**src/rtl/sar_pkg.sv**
```systemverilog
package sar_pkg;
  localparam int CTRL_W     = 8;
  localparam int CHAN_W     = 4;
  localparam int SEL_W      = 2;
  localparam int NUM_INPUTS = 3;
  localparam int START_BIT  = 0;
  localparam int DONE_BIT   = 3;
  localparam int CHAN_LSB   = 4;
  localparam logic [SEL_W-1:0] SEL_GND = 2'd3;

  // Channel code to multiplexer select: unknown codes tie the input to ground.
  function automatic logic [SEL_W-1:0] chan_to_sel(input logic [CHAN_W-1:0] code);
    if (int'(code) < NUM_INPUTS) return code[SEL_W-1:0];
    return SEL_GND;
  endfunction
endpackage

```
**src/rtl/sar_ctrl_reg.sv**
```systemverilog
module sar_ctrl_reg
  import sar_pkg::*;
(
  input  logic              clk,
  input  logic              rst_n,
  input  logic              wr,
  input  logic [CTRL_W-1:0] wdata,
  input  logic              busy,
  input  logic              done,
  output logic [CHAN_W-1:0] chan,
  output logic              launch,
  output logic [CTRL_W-1:0] rdata
);
  logic start_pend;
  logic done_flag;
  logic accept;
  logic unused_wbits;

  assign unused_wbits = ^wdata[DONE_BIT:START_BIT+1];
  assign accept = wr && !busy && !start_pend;
  assign launch = start_pend && !busy;

  always_ff @(posedge clk or negedge rst_n) begin
    if (!rst_n) begin
      chan       <= '0;
      start_pend <= 1'b0;
      done_flag  <= 1'b0;
    end else begin
      if (accept) begin
        chan <= wdata[CHAN_LSB +: CHAN_W];
        if (wdata[START_BIT]) begin
          start_pend <= 1'b1;
          done_flag  <= 1'b0;
        end
      end else if (launch) begin
        start_pend <= 1'b0;
      end
      if (done) done_flag <= 1'b1;
    end
  end

  always_comb begin
    rdata = '0;
    rdata[CHAN_LSB +: CHAN_W] = chan;
    rdata[DONE_BIT]           = done_flag;
    rdata[START_BIT]          = start_pend;
  end
endmodule

```
**src/rtl/sar_timer.sv**
```systemverilog
module sar_timer #(
  parameter int RES_BITS     = 10,
  parameter int SETUP_CLKS   = 10,
  parameter int CLKS_PER_BIT = 4,
  localparam int CONV_CLKS   = SETUP_CLKS + RES_BITS * CLKS_PER_BIT,
  localparam int CNT_W       = $clog2(CONV_CLKS),
  localparam int IDX_W       = $clog2(RES_BITS)
) (
  input  logic             clk,
  input  logic             rst_n,
  input  logic             launch,
  output logic             busy,
  output logic             in_slot,
  output logic             bit_sample,
  output logic             done,
  output logic [IDX_W-1:0] bit_idx
);
  logic [CNT_W-1:0] cnt;
  logic [CNT_W-1:0] offset;
  logic [CNT_W-1:0] slot;
  logic [CNT_W-1:0] phase;

  always_ff @(posedge clk or negedge rst_n) begin
    if (!rst_n) begin
      busy <= 1'b0;
      cnt  <= '0;
    end else if (launch) begin
      busy <= 1'b1;
      cnt  <= '0;
    end else if (busy) begin
      if (done) begin
        busy <= 1'b0;
        cnt  <= '0;
      end else begin
        cnt <= cnt + 1'b1;
      end
    end
  end

  always_comb begin
    offset     = cnt - CNT_W'(SETUP_CLKS);
    slot       = offset / CNT_W'(CLKS_PER_BIT);
    phase      = offset % CNT_W'(CLKS_PER_BIT);
    in_slot    = busy && (cnt >= CNT_W'(SETUP_CLKS));
    bit_idx    = IDX_W'(RES_BITS - 1) - IDX_W'(slot);
    bit_sample = in_slot && (phase == CNT_W'(CLKS_PER_BIT - 1));
    done       = busy && (cnt == CNT_W'(CONV_CLKS - 1));
  end
endmodule

```
**src/rtl/sar_approx.sv**
```systemverilog
module sar_approx #(
  parameter int RES_BITS = 10,
  localparam int IDX_W   = $clog2(RES_BITS)
) (
  input  logic                clk,
  input  logic                rst_n,
  input  logic                launch,
  input  logic                in_slot,
  input  logic                bit_sample,
  input  logic [IDX_W-1:0]    bit_idx,
  input  logic                cmp_in,
  output logic [RES_BITS-1:0] dac_code,
  output logic [RES_BITS-1:0] sar_next
);
  logic [RES_BITS-1:0] sar_q;

  function automatic logic [RES_BITS-1:0] bit_mask(input logic [IDX_W-1:0] idx);
    return {{(RES_BITS-1){1'b0}}, 1'b1} << idx;
  endfunction

  function automatic logic [RES_BITS-1:0] trial(input logic [RES_BITS-1:0] held,
                                                input logic [IDX_W-1:0] idx);
    return held | bit_mask(idx);
  endfunction

  function automatic logic [RES_BITS-1:0] decide(input logic [RES_BITS-1:0] held,
                                                 input logic [IDX_W-1:0] idx,
                                                 input logic keep);
    return keep ? (held | bit_mask(idx)) : (held & ~bit_mask(idx));
  endfunction

  assign sar_next = bit_sample ? decide(sar_q, bit_idx, cmp_in) : sar_q;
  assign dac_code = in_slot ? trial(sar_q, bit_idx) : '0;

  always_ff @(posedge clk or negedge rst_n) begin
    if (!rst_n)      sar_q <= '0;
    else if (launch) sar_q <= '0;
    else             sar_q <= sar_next;
  end
endmodule

```
**src/rtl/sar_conv_seq.sv**
```systemverilog
module sar_conv_seq
  import sar_pkg::*;
#(
  parameter int RES_BITS     = 10,
  parameter int SETUP_CLKS   = 10,
  parameter int CLKS_PER_BIT = 4,
  localparam int CONV_CLKS   = SETUP_CLKS + RES_BITS * CLKS_PER_BIT,
  localparam int LO_BITS     = 2,
  localparam int HI_BITS     = RES_BITS - LO_BITS,
  localparam int IDX_W       = $clog2(RES_BITS)
) (
  input  logic                clk,
  input  logic                rst_n,
  input  logic                ctrl_wr,
  input  logic [CTRL_W-1:0]   ctrl_wdata,
  output logic [CTRL_W-1:0]   ctrl_rdata,
  input  logic                cmp_in,
  output logic [RES_BITS-1:0] dac_code,
  output logic [SEL_W-1:0]    mux_sel,
  output logic [HI_BITS-1:0]  result_hi,
  output logic [7:0]          result_lo
);
  logic [CHAN_W-1:0]   chan;
  logic                launch;
  logic                busy;
  logic                in_slot;
  logic                bit_sample;
  logic                done;
  logic [IDX_W-1:0]    bit_idx;
  logic [RES_BITS-1:0] sar_next;
  logic [LO_BITS-1:0]  lo_q;

  sar_ctrl_reg u_ctrl (
    .clk(clk), .rst_n(rst_n), .wr(ctrl_wr), .wdata(ctrl_wdata),
    .busy(busy), .done(done), .chan(chan), .launch(launch), .rdata(ctrl_rdata)
  );

  sar_timer #(.RES_BITS(RES_BITS), .SETUP_CLKS(SETUP_CLKS), .CLKS_PER_BIT(CLKS_PER_BIT)) u_timer (
    .clk(clk), .rst_n(rst_n), .launch(launch), .busy(busy), .in_slot(in_slot),
    .bit_sample(bit_sample), .done(done), .bit_idx(bit_idx)
  );

  sar_approx #(.RES_BITS(RES_BITS)) u_approx (
    .clk(clk), .rst_n(rst_n), .launch(launch), .in_slot(in_slot),
    .bit_sample(bit_sample), .bit_idx(bit_idx), .cmp_in(cmp_in),
    .dac_code(dac_code), .sar_next(sar_next)
  );

  always_ff @(posedge clk or negedge rst_n) begin
    if (!rst_n) begin
      mux_sel   <= '0;
      result_hi <= '0;
      lo_q      <= '0;
    end else begin
      if (launch) mux_sel <= chan_to_sel(chan);
      if (done) begin
        result_hi <= sar_next[RES_BITS-1:LO_BITS];
        lo_q      <= sar_next[LO_BITS-1:0];
      end
    end
  end

  assign result_lo = {{(8-LO_BITS){1'b0}}, lo_q};
endmodule

```
**config.mk**
```make
export PLATFORM = sky130hd
export DESIGN_NAME = sar_conv_seq
export DESIGN_NICKNAME = d
export VERILOG_FILES = /design/src/rtl/sar_pkg.sv /design/src/rtl/sar_ctrl_reg.sv /design/src/rtl/sar_timer.sv /design/src/rtl/sar_approx.sv /design/src/rtl/sar_conv_seq.sv
export SDC_FILE = /design/constraint.sdc
export NUM_CORES = 1
export LEC_CHECK = 0
export BUFFER_PORTS_ARGS = -buffer_cell sky130_fd_sc_hd__buf_4
export CAP_MARGIN = 20
export CORE_MARGIN = 2
export CORE_UTILIZATION = 39
export DETAILED_ROUTE_END_ITERATION = 16
export SLEW_MARGIN = 30
export SYNTH_ARGS = -nofsm -noshare
export SYNTH_HDL_FRONTEND = slang
export SYNTH_SLANG_ARGS = --single-unit
```
**constraint.sdc**
```tcl
create_clock -name clk -period 3.5 [get_ports clk]
set_input_delay 0.525 -clock clk [delete_from_list [all_inputs] [get_ports clk]]
set_output_delay 0.525 -clock clk [all_outputs]
set_load 0.1 [all_outputs]
```
After elaboration in Yosys (flattened, before gate mapping). Cells that the tools add are included.

Divide/modulo/power cells: 0. Multiply operators: 0. Equal/unequal tests: 3. Magnitude comparators: 2. Multiplexer cells: 20. Shifts and indexed selects: 1. Bitwise logic cells: 3. Reductions and logical operators: 14. Add/subtract/negate cells: 3.

Operators with widths (number): $mux W10 (4); $mux W6 (3); $mux W1 (11); $and A10 B10 Y10 (1); $not A10 Y10 (1); $or A10 B10 Y10 (1); $shl A1 B4 Y10 const A (1); $reduce_bool A2 Y1 (4); $add A6 B1 Y6 const B (1); $eq A6 B6 Y1 const B (1); $ge A6 B4 Y1 const B (1); $logic_and A1 B1 Y1 (6); $sub A6 B4 Y6 const B (1); $lt A4 B2 Y1 const B (1); $mux W2 (2); $reduce_and A2 Y1 (2); $sub A4 B4 Y4 const A (1); $eq A2 B2 Y1 const B (1); $logic_not A1 Y1 (2); $ne A2 B2 Y1 const B (1).

Word-level logic and storage cells: 55. Memories: 0. Latch bits: 0. Output and inout port bits: 36. Bits in writable memories: 0. Register bits after elaboration: 35. ROM bits: 0.

Logic depth before layout (Yosys ltp). Gate-level depths: netlist (run 1).

Word-level depth: 8. Gate-level depth with buffers: 10. Mapped depth without buffers: 10.

Hierarchy. Synthesis (run 1) repeated with hierarchy kept, for this count alone.

Cell total of the unflattened synthesis: 204. Area, all modules: 2163.3 um^2.

Modules (own cells, without submodules): sar_approx (area an instance 763.2 um^2, instances 1, sequential area each 250.2 um^2, cells each 82); sar_timer (area an instance 551.8 um^2, instances 1, sequential area each 175.2 um^2, cells each 61); sar_conv_seq (area an instance 538.0 um^2, instances 1, sequential area each 300.3 um^2, cells each 36); sar_ctrl_reg (area an instance 310.3 um^2, instances 1, sequential area each 150.1 um^2, cells each 25).

Worst setup path before layout (run 1). Ideal clock, no wire load.

Path kind: reg-to-output. From: register u_timer.cnt[1]. To: output dac_code[5]. Data arrival time: 3506 ps. Setup slack: -531 ps. Path buffers: 0. Stages on the path, launching flop included: 11. Cells stage by stage: dfrtp_1 > inv_1 > ha_1 > xnor2_2 > inv_2 > ha_1 > xnor2_1 > o21a_1 > o21a_1 > a31oi_1 > nor2_1.

Longest elaborated chain between the ends: 5. Elaborated cells between the ends (all ways): 7.

RTL lines: from (decl) (line sar_timer.sv:18) `logic [CNT_W-1:0] cnt;`; from (signal assigned) (line sar_timer.sv:35) `cnt <= cnt + 1'b1;`; $sub A6 B4 Y6 (line sar_timer.sv:41) `offset = cnt - CNT_W'(SETUP_CLKS);`; $sub A4 B4 Y4 (line sar_timer.sv:45) `bit_idx = IDX_W'(RES_BITS - 1) - IDX_W'(slot);`; $shl A1 B4 Y10 (line sar_approx.sv:18) `return {{(RES_BITS-1){1'b0}}, 1'b1} << idx;`; $or A10 B10 Y10 (line sar_approx.sv:23) `return held | bit_mask(idx);`; $mux W10 (*) (line sar_approx.sv:33) `assign dac_code = in_slot ? trial(sar_q, bit_idx) : '0;`; to (decl) (line sar_conv_seq.sv:18) `output logic [RES_BITS-1:0] dac_code,`.

Mark *: on every way between the ends. The rest lies on a longest branch, timed or not.

Worst setup path in the final report (run 1).
From: register u_timer.cnt[2]. To: output dac_code[9].

Same word-level chain as after synthesis.

==> flow_summary_export.csv, run 1 <==
group,metric,value,unit
setup_path,number_of_cells_on_the_worst_reg_to_reg_path,11,
layout,flow.area_growth_from_synthesis,26.09,%
die,die_width,77.22,microns
place,pre_cts_ws,0.4194,ns
die,top_level_ports,48,
die,fp.coreArea,5140,sq um
setup_path,critical_path_class,"reg -> out",
layout,final_layout_size_suffix_gt1_share,32.59,%
route,detailedRoute.firstPassIterationCount,4,
sta,period_needed,3.260,ns
logic_synthesis,synthesis.yosys.warnings,0,
logic_synthesis,synth_cells,226,
setup_path,critical_path_depth,12,
layout,finalCoreUtilization,51.29,%
place,numPortBuffers,36,
route,m1WireLength,2291,microns
global_route,maximum_number_of_pins_on_one_net_before_global_route_repair,36,
setup_path,startpoint_type,"flop",
route,detailroute.wirelength.met2,2067,microns
layout,diodes,0,
cts,clock_tree.htree_level_count,2,
route,highest_layer,"met4",
layout,multi_input_comb_area,1147,sq um
route,detail_route.iter0.violations,107,
setup_path,crit_start,"u_timer.cnt[2]",
sta,final_skew,0.006715,ns
pwr,vdd.ir_drop.worst,0.0002228,V
sta,postLayoutSetupSlackWorst,0.2397,ns
place,place.gp.congestion,0.9060,
cts,clk_pin_slew,0.07,ns
global_route,global_route.overflow_total,0,
route,total_wirelength_of_the_detailed_routed_design,4703,microns
setup_path,path_delay_family,"buffers and inverters",
route,postRouteAntennaNets,0,
route,wl_met3,249,microns
route,vias_per_cell,5.112,
place,detailed_place_hpwl,3433,microns
run_status,run_status,"completed",
die,die_area,5963,sq um
cts,numClockSinks,35,
setup_path,cp.buffers_inverters,4,
cts,tritoncts,"built",
sta,rsz_0062_raised_after_global_routing,"no",
pwr,power_leakage,1.137,nW
setup_path,worst_ep_arrival_time,2.74,ns
pwr,power-per-cell-area,325.5,nW/um^2
setup_path,crit_top_cell,"xnor2_2",
setup_path,max_incr_delay_on_cp,0.38,ns
global_route,overall_track_demand_over_capacity_in_global_routing,17.14,%
layout,filler_cell_count,496,
sta,final-hold-violation-count,0,
logic_synthesis,synth.cell_area,2091,sq um
pwr,power.total,858.1,uW
sta,final.period_utilization,93.15,%
setup_path,crit-reg2reg-capture,"result_hi[0]",
die,dieHeight,77.22,microns
setup_path,slowest_stage,"dfrtp_1",
worst_hold_path,hold_path.class,"in -> async",
logic_synthesis,synth.yosys.seq_area_share,41.89,%
cts,clock_tree.buffer_depth,2,
cts,master_cell_of_the_clock_root_buffer,"clkbuf_8",
sta,slew_headroom,60.50,%
setup_path,critical_path.cell_chain,"inv_1 > ha_2 > xnor2_2 > inv_2 > ha_1 > xnor2_2 > o21a_1 > buf_4 > or2_0 > nor3_1 > o21ba_1 > buf_6",
route,detail_route.wl_per_cell,13.83,microns
layout,layout.area.seq,875.8,sq um
layout,layout.nets,287,
cts,clk_latency,0.29,ns
die,placement_rows,26,
sta,final-setup-viol-count,0,
flow_run,drv_cap,0,
cts,number_of_buffers_created_by_cts,5,
die,initial_utilization,40.68,%
logic_synthesis,postSynthAreaPerCell,9.251,sq um
sta,worst-slew-pin-transition,0.5899,ns
logic_synthesis,synth_cell_type_count,51,
logic_synthesis,ys_seq_elements,35,
setup_path,critical_path_peak_fanout,6,
global_route,grt_pass1_vias,1690,
setup_path,worst_setup_path_endpoint,"dac_code[9]",
route,route.detailed.drc,0,
sta,finalMaxSlewViolations,0,
setup_path,regToRegStartpoint,"u_timer.cnt[2]",
setup_path,reg2reg_slack,0.95,ns
global_route,initial_antenna_violation_count,0,
setup_path,critical_path.endpoint_type,"output port",
route,via_count,1738,
sta,maxClockFrequency,0.3067,GHz
global_route,grt_pass1_wl,8197,microns
setup_path,worst_ep_required_time,2.97,ns
how the worst min path moves through the flow:
stage | slack [ns] | cells past startpoint | start | endpoint
after global routing | 0.21 | 1 | rst_n | u_timer.busy
after CTS | 0.19 | 1 | rst_n | result_hi[5]
final | 0.18 | 1 | rst_n | u_ctrl.chan[0]
after detailed placement | 0.47 | 1 | u_ctrl.done_flag | u_ctrl.done_flag
after floorplan | 0.23 | 0 | rst_n | lo_q[0]
after global placement | 0.47 | 1 | u_ctrl.done_flag | u_ctrl.done_flag
routing by layer:
metal  vias up  GRT usage, %
li1        869             -
met1       804         24.17
met2        56         24.96
met3         9         4.000
met4         0         7.679
met5         -             0
stage by stage:
step / hold slack [ns] / cell area (sq um) / std cells / TNS, ns
after detailed placement: 0.4716 / 2520 / 332 / 0
after global placement: 0.4655 / 2520 / 332 / 0
final: 0.1771 / 2636 / 340 / 0
after floorplan: 0.2294 / 2175 / 233 / -0.08157
after global routing: 0.2121 / 2636 / 340 / 0
after CTS: 0.1931 / 2620 / 340 / 0
cells in the mapped netlist, drive strengths merged:
library cell	instances	share of area, %
dfrtp	35	42
a21o	2	0.72
nor2b	4	1.2
nor3	7	1.9
o31ai	2	0.72
a22oi	3	1.6
inv	7	1.3
or4	4	1.6
and3	1	0.30
nand4	3	0.90
o21ba	1	0.48
mux2i	2	0.96
xnor2	3	1.6
nor2	37	6.6
or2	2	0.60
xor2	1	0.42
buf	14	5.1
o41ai	3	1.6
o211a	1	0.48
a211oi	1	0.60
and3b	2	0.84
conb	1	0.18
clkbuf	8	1.4
a31oi	9	2.7
a21oi	20	4.8
ha	6	3.6
nor3b	3	1.3
nor4b	1	0.42
nand2	13	2.3
mux2	4	2.2
o21a	4	1.4
or4bb	1	0.54
o31a	1	0.42
a41o	1	0.48
o211ai	2	1.2
and2	2	0.60
o2111ai	2	1.7
o21ai	13	3.3
flip-flops by register name, indices dropped and copies added, names as in the netlist:
name               cells
lo_q                   2
u_ctrl.start_pend      1
mux_sel                2
result_hi              8
u_approx.sar_q        10
u_ctrl.done_flag       1
u_timer.cnt            6
u_ctrl.chan            4
u_timer.busy           1
what timing repair did:
action / in CTS / in global routing
setup buffers: 0 / 0
endpoints found under the hold margin: 0 / 0
endpoints found under the setup margin: 0 / 10
hold buffers: 0 / 0
resized for setup: 0 / 3
cell type report:
type,count,share of cell area [%]
Multi-Input combinational cell,169,43.52
Sequential cell,35,33.22
Timing Repair Buffer,51,15.14
Clock buffer,8,3.797
Tap cell,70,3.322
Inverter,7,0.9967
report_power, final:
part / total [mW] / switching, mW / internal [mW]
logic: 0.120 / 0.0980 / 0.0220
registers: 0.413 / 0.00327 / 0.410
clock network: 0.325 / 0.146 / 0.180
total: 0.858 / 0.247 / 0.611
logic make-up after synthesis:
kind of cell | share of synthesized area (%)
AND/OR/NAND/NOR | 19.21
AO/OA/AOI/OAI | 22.14
flip-flops | 41.89
buffers and inverters | 7.839
adder cells (fa/ha/maj) | 3.591
multiplexers | 3.112
XOR/XNOR | 2.035
other | 0.1794
cells in the final DEF (no fill, tap or decap), drive strengths merged, types with 3 or more instances in the layout:
cell type / synthesis / layout
buf: 14 / 51
dfrtp: 35 / 35
o21ai: 13 / 13
a21oi: 20 / 20
o21a: 4 / 4
xnor2: 3 / 3
nor2: 37 / 37
a31oi: 9 / 9
or4: 4 / 4
nand2: 13 / 13
o41ai: 3 / 3
mux2: 4 / 4
nor3b: 3 / 3
a22oi: 3 / 3
inv: 7 / 7
clkbuf: 8 / 8
nand4: 3 / 3
ha: 6 / 6
nor2b: 4 / 4
conb: 1 / 8
nor3: 7 / 7
Power figures use the tool's default switching activity.
==> run 2, diff against run 1 <==
--- a/config.mk
+++ b/config.mk
@@ -8,7 +8,8 @@
 export BUFFER_PORTS_ARGS = -buffer_cell sky130_fd_sc_hd__buf_4
 export CAP_MARGIN = 20
 export CORE_MARGIN = 2
-export CORE_UTILIZATION = 39
+export CORE_UTILIZATION = 30
+export CTS_BUF_LIST = sky130_fd_sc_hd__clkbuf_2 sky130_fd_sc_hd__clkbuf_4 sky130_fd_sc_hd__clkbuf_8
 export DETAILED_ROUTE_END_ITERATION = 16
 export SLEW_MARGIN = 30
 export SYNTH_ARGS = -nofsm -noshare
==> flow_summary_export.csv, run 2 (same netlist as run 1, synthesis figures left out) <==
group,metric,value,unit
sta,final.period_utilization,94.18,%
setup_path,critical_path.endpoint_type,"output port",
layout,filler_cell_count,690,
setup_path,number_of_cells_on_the_worst_reg_to_reg_path,11,
pwr,switching_share,30.35,%
setup_path,regToRegStartpoint,"u_timer.cnt[1]",
die,initial_utilization,30.94,%
layout,largest-register,"u_approx.sar_q",
route,route.detailed.drc,0,
cts,number_of_buffers_created_by_cts,5,
pwr,power_leakage,1.117,nW
place,numPortBuffers,36,
layout,most-common-layout-cells,"buf_4, dfrtp_1, nor2_1, a21oi_1, nand2_1",
setup_path,critical_path_peak_fanout,7,
place,placement.cell_area,2497,sq um
sta,rsz_0062_raised_after_global_routing,"no",
layout,final_cell_count_no_fill,347,
pwr,net-switching-power,252.9,uW
setup_path,crit_start,"u_timer.cnt[1]",
pwr,intPower,580.6,uW
cts,clk_latency,0.29,ns
layout,flip_flop_count_of_the_largest_register_after_layout,10,
pwr,power.clock.fraction,35.6,%
die,fp.coreArea,6756,sq um
cts,cts.repair_timing.setup_buffer_count,0,
route,detail_route.wl_per_cell,13.60,microns
setup_path,startpoint_type,"flop",
layout,multi_input_comb_area,1152,sq um
setup_path,critical_path_class,"reg -> out",
cts,post_cts_hold_buffer_count,0,
cts,numClockSinks,35,
layout,mostFrequentLayoutCell,"buf_4",
sta,final-setup-viol-count,0,
die,die_width,87.48,microns
route,vias_per_cell,5.035,
setup_path,crit-reg2reg-capture,"result_hi[4]",
sta,final-hold-violation-count,0,
pwr,vdd.ir_drop.worst,0.0002874,V
setup_path,worst_ep_required_time,2.97,ns
die,top_level_ports,48,
cts,tritoncts,"built",
route,via_count,1747,
pwr,power-per-cell-area,317.1,nW/um^2
run_status,run_status,"completed",
pwr,seqPwrFrac,49.6,%
die,die_area,7653,sq um
global_route,overall_track_demand_over_capacity_in_global_routing,13.08,%
sta,maxClockFrequency,0.3034,GHz
sta,finalMaxSlewViolations,0,
setup_path,reg2reg_slack,0.84,ns
die,dieHeight,87.48,microns
sta,period_needed,3.296,ns
place,placedCellCount,339,
worst_hold_path,hold_path.class,"in -> async",
setup_path,worst_setup_path_endpoint,"dac_code[9]",
global_route,global_route.overflow_total,0,
cts,clock_tree.htree_level_count,2,
place,place.gp.congestion,0.8314,
global_route,initial_antenna_violation_count,0,
layout,final_layout_size_suffix_gt1_share,32.96,%
setup_path,worst_ep_arrival_time,2.77,ns
layout,largest_registers,"u_approx.sar_q: 10 flops, result_hi: 8 flops, u_timer.cnt: 6 flops",
sta,slew_headroom,61.01,%
layout,diodes,0,
global_route,grt_pass1_wl,7872,microns
flow_run,drv_cap,0,
route,detail_route.iter0.violations,68,
route,postRouteAntennaNets,0,
layout,flow.area_growth_from_synthesis,25.73,%
global_route,grt_pass1_vias,1607,
cts,clk_pin_slew,0.07,ns
route,detailedRoute.firstPassIterationCount,4,
sta,worst-slew-pin-transition,0.5822,ns
cts,master_cell_of_the_clock_root_buffer,"clkbuf_8",
layout,layout.nets,284,
sta,final_skew,0.004006,ns
global_route,maximum_number_of_pins_on_one_net_before_global_route_repair,36,
cts,clock_tree.buffer_depth,2,
pwr,power.total,833.5,uW
die,placement_rows,30,
pwr,power_frac_comb,14.8,%
route,total_wirelength_of_the_detailed_routed_design,4719,microns
place,detailed_place_hpwl,3452,microns
layout,final_area,2629,sq um
layout,layout.area.seq,877.1,sq um
## run 2: repair_timing
item | in CTS | in global routing
gates cloned | 0 | 0
gates resized for setup | 3 | 8
setup endpoints to repair | 4 | 10
## run 2: how the worst min path moves through the flow
stage | to | slack, ns | cells after the start
2_1_floorplan | lo_q[0] | 0.23 | 0
4_1_cts | result_hi[3] | 0.19 | 1
3_5_place_dp | u_ctrl.done_flag | 0.47 | 1
3_3_place_gp | u_ctrl.done_flag | 0.48 | 1
5_1_grt | u_approx.sar_q[8] | 0.21 | 1
6_report | result_hi[7] | 0.17 | 1
## run 2: area by class of cell
type	instances	share of cell area, %
Multi-Input combinational cell	169	43.84
Sequential cell	35	33.37
Timing Repair Buffer	48	14.61
Tap cell	80	3.808
Clock buffer	6	2.903
Inverter	7	0.9995
Clock inverter	2	0.4760
## run 2: metrics by stage
step	worst slack [ns]	hold WS (ns)	TNS [ns]	utilization [%]
after floorplan	-0.08157	0.2294	-0.08157	-
after global placement	0.3241	0.4795	0	36.96
after detailed placement	0.3121	0.4674	0	36.96
after CTS	0.02615	0.1922	0	38.41
after global routing	0.04599	0.2114	0	38.91
final	0.2039	0.1699	0	38.91
## run 2: per-layer routing
metal	global-route usage (%)	up-vias	part of all wire, %	wire [microns]
li1	-	868	-	-
met1	19.02	840	49	2292
met2	18.94	33	46	2176
met3	3.033	6	4.1	193
met4	4.476	0	1.2	57
met5	0	-	0	0
## run 2: power groups by stage
stage	registers [mW]	clock network [mW]	logic [mW]
global route	0.413	0.323	0.130
floorplan	0.420	0	0.101
global placement	0.421	0	0.121
detailed placement	0.421	0	0.121
CTS	0.413	0.309	0.122
finish	0.413	0.297	0.123
## run 2: worst max-delay path, stage by stage, from the launching register on
cell	delay, ns
dfrtp_2	0.46
inv_1	0.14
ha_4	0.18
xnor2_2	0.12
inv_2	0.05
ha_1	0.22
xnor2_1	0.17
o21a_1	0.17
buf_4	0.16
or2_0	0.25
nor3_1	0.18
o21ba_1	0.20
buf_12	0.19
==> run 3, diff against run 2 <==
--- a/config.mk
+++ b/config.mk
@@ -5,6 +5,7 @@
 export SDC_FILE = /design/constraint.sdc
 export NUM_CORES = 1
 export LEC_CHECK = 0
+export ABC_AREA = 1
 export BUFFER_PORTS_ARGS = -buffer_cell sky130_fd_sc_hd__buf_4
 export CAP_MARGIN = 20
 export CORE_MARGIN = 2
==> flow_summary_export.csv, run 3 <==
group,metric,value,unit
global_route,overall_track_demand_over_capacity_in_global_routing,13.67,%
setup_path,worst_ep_required_time,2.97,ns
sta,final_skew,0.009454,ns
sta,slew_headroom,57.38,%
die,placement_rows,30,
layout,largest-register,"u_approx.sar_q",
logic_synthesis,synth_most_common_cell,"nand2_1",
route,detail_route.iter0.violations,106,
layout,mostFrequentLayoutCell,"nand2_1",
cts,clk_latency,0.29,ns
global_route,grt_pass1_vias,1818,
sta,setup_total_negative_slack,0,ns
logic_synthesis,async_reset_ff_share,100.0,%
sta,rsz_0062_raised_after_global_routing,"no",
cts,cts.repair.resized,0,
pwr,power.total,835.2,uW
sta,final.period_utilization,89.29,%
flow_run,drv_cap,0,
sta,worst-slew-pin-transition,0.6387,ns
logic_synthesis,synthesis.yosys.warnings,0,
setup_path,max_incr_delay_on_cp,0.50,ns
setup_path,regToRegStartpoint,"u_timer.cnt[2]",
sta,final-hold-violation-count,0,
sta,period_needed,3.125,ns
global_route,maximum_number_of_pins_on_one_net_before_global_route_repair,36,
sta,postLayoutSetupSlackWorst,0.3747,ns
cts,cts.repair_timing.setup_buffer_count,0,
global_route,grt_pass1_wl,8224,microns
setup_path,critical_path_peak_fanout,10,
logic_synthesis,yosys-top-cells-area,"dfrtp_1, nand2_1, nand3_1",
logic_synthesis,ys_seq_elements,35,
place,detailed_place_hpwl,3435,microns
setup_path,worst_ep_arrival_time,2.60,ns
cts,clk_pin_slew,0.07,ns
pwr,vdd.ir_drop.worst,0.0001510,V
layout,flow.area_growth_from_synthesis,18.74,%
sta,final-setup-viol-count,0,
layout,final_layout_size_suffix_gt1_share,24.92,%
logic_synthesis,postSynthAreaPerCell,7.414,sq um
logic_synthesis,synth.yosys.seq_area_share,42.04,%
cts,clock_tree.buffer_depth,2,
pwr,power_leakage,1.270,nW
logic_synthesis,synth_cells,281,
global_route,global_route.overflow_total,0,
cts,numClockSinks,35,
die,fp.coreArea,6756,sq um
logic_synthesis,synth_ff_type,"dfrtp_1",
logic_synthesis,yosysTopAreaCell,"dfrtp_1",
place,numPortBuffers,36,
setup_path,crit_start,"u_timer.cnt[2]",
worst_hold_path,hold_path.class,"in -> async",
setup_path,critical_path.cell_chain,"inv_2 > ha_1 > inv_1 > nand2_4 > nand2_4 > ha_1 > inv_1 > nand2_1 > nand2_1 > nand2_2 > nand2_4 > nor2_2 > nor2_1 > nor2_1 > buf_4",
die,initial_utilization,30.83,%
route,vias_per_cell,4.630,
setup_path,critical_path_class,"reg -> out",
logic_synthesis,synth_cell_type_count,26,
logic_synthesis,synth_enable_flop_cells,0,
layout,most-common-layout-cells,"nand2_1, nor2_1, buf_4, dfrtp_1, nand3_1",
place,place.gp.congestion,0.8305,
run_status,run_status,"completed",
layout,layout.nets,334,
cts,master_cell_of_the_clock_root_buffer,"clkbuf_8",
route,detailedRoute.firstPassIterationCount,4,
layout,diodes,0,
die,top_level_ports,48,
logic_synthesis,synth.top_cells.by_count,"nand2_1, nor2_1, dfrtp_1",
sta,finalMaxSlewViolations,0,
die,dieHeight,87.33,microns
setup_path,crit_top_cell,"nand2_4",
route,total_wirelength_of_the_detailed_routed_design,4739,microns
route,via_count,1838,
cts,clock_tree.htree_level_count,2,
route,detail_route.wl_per_cell,11.94,microns
cts,post_cts_hold_buffer_count,0,
die,die_width,87.33,microns
place,pre_cts_ws,0.7004,ns
setup_path,critical_path.endpoint_type,"output port",
logic_synthesis,yosysTopAreaCellShare,42.04,%
global_route,initial_antenna_violation_count,0,
setup_path,startpoint_type,"flop",
cts,tritoncts,"built",
pwr,power-per-cell-area,337.6,nW/um^2
setup_path,slowest_stage,"dfrtp_1",
layout,largest_registers,"u_approx.sar_q: 10 flops, result_hi: 8 flops, u_timer.cnt: 6 flops",
cts,number_of_buffers_created_by_cts,5,
route,route.detailed.drc,0,
layout,flip_flop_count_of_the_largest_register_after_layout,10,
sta,maxClockFrequency,0.3200,GHz
route,postRouteAntennaNets,0,
logic_synthesis,synth.cell_area,2083,sq um
die,die_area,7627,sq um
[run 3: cell count changes after synthesis, moves of 10 or more]
cell / previous run / this run
inv_1: 6 / 24
o21ai_0: 11 / 1
nand2_1: 13 / 72
nand3_1: 0 / 34
nor2_2: 0 / 11
a21oi_1: 20 / 5
[run 3: final cells by class]
class | instances | area [sq um]
Tap cell | 80 | 100.1
Clock buffer | 7 | 83.83
Timing Repair Buffer | 37 | 277.8
Sequential cell | 35 | 875.8
Fill cell | 712 | 4283
Multi-Input combinational cell | 205 | 1008
Clock inverter | 1 | 5.005
Inverter | 32 | 122.6
[run 3: through the flow]
step | util [%] | area (sq um) | instances | hold WS [ns]
6_report | 36.61 | 2474 | 397 | 0.1723
5_1_grt | 36.61 | 2474 | 397 | 0.2232
4_1_cts | 36.57 | 2471 | 397 | 0.1984
3_5_place_dp | 35.26 | 2382 | 389 | 0.4671
3_3_place_gp | 35.26 | 2382 | 389 | 0.4665
2_1_floorplan | - | 2117 | 288 | 0.2294
[run 3: report_power, final]
part	switching, mW	leakage [nW]	internal, mW	total [mW]
Sequential	0.00213	0.396	0.409	0.412
Clock	0.150	0.0491	0.155	0.305
Combinational	0.0997	0.826	0.0189	0.119
[run 3: worst paths after layout]
kind                                     end  slack, ns  depth (start not counted)
max in group asynchronous     u_timer.cnt[4]       2.99                          1
min in group clk              u_ctrl.chan[0]       0.42                          3
min reg2reg                          lo_q[0]       0.48                          2
max reg2reg                u_approx.sar_q[8]       1.24                         14
min                                  lo_q[0]       0.17                          1
max                              dac_code[5]       0.37                         15
[run 3: cells by family after synthesis]
family                   Yosys count  synth area share [%]
flip-flops                        35                 42.04
XOR/XNOR                           4                 1.682
adder cells (fa/ha/maj)            6                 3.604
AO/OA/AOI/OAI                     14                 4.024
AND/OR/NAND/NOR                  173                 37.18
buffers and inverters             48                 11.29
other                              1                0.1800
[run 3: worst max-delay path: cells and delay by family (launching register included)]
family | cells | cell delay [ns]
AND/OR/NAND/NOR | 9 | 0.81
adder cells (fa/ha/maj) | 2 | 0.44
buffers and inverters | 4 | 0.55
flip-flops | 1 | 0.50
[run 3: routing by layer]
metal | routed length (microns) | vias up | GRT usage (%)
met1 | 2164 | 865 | 17.45
met2 | 2291 | 42 | 23.00
li1 | - | 924 | -
met4 | 72 | 0 | 4.895
met5 | 0 | - | 0
met3 | 211 | 7 | 2.559
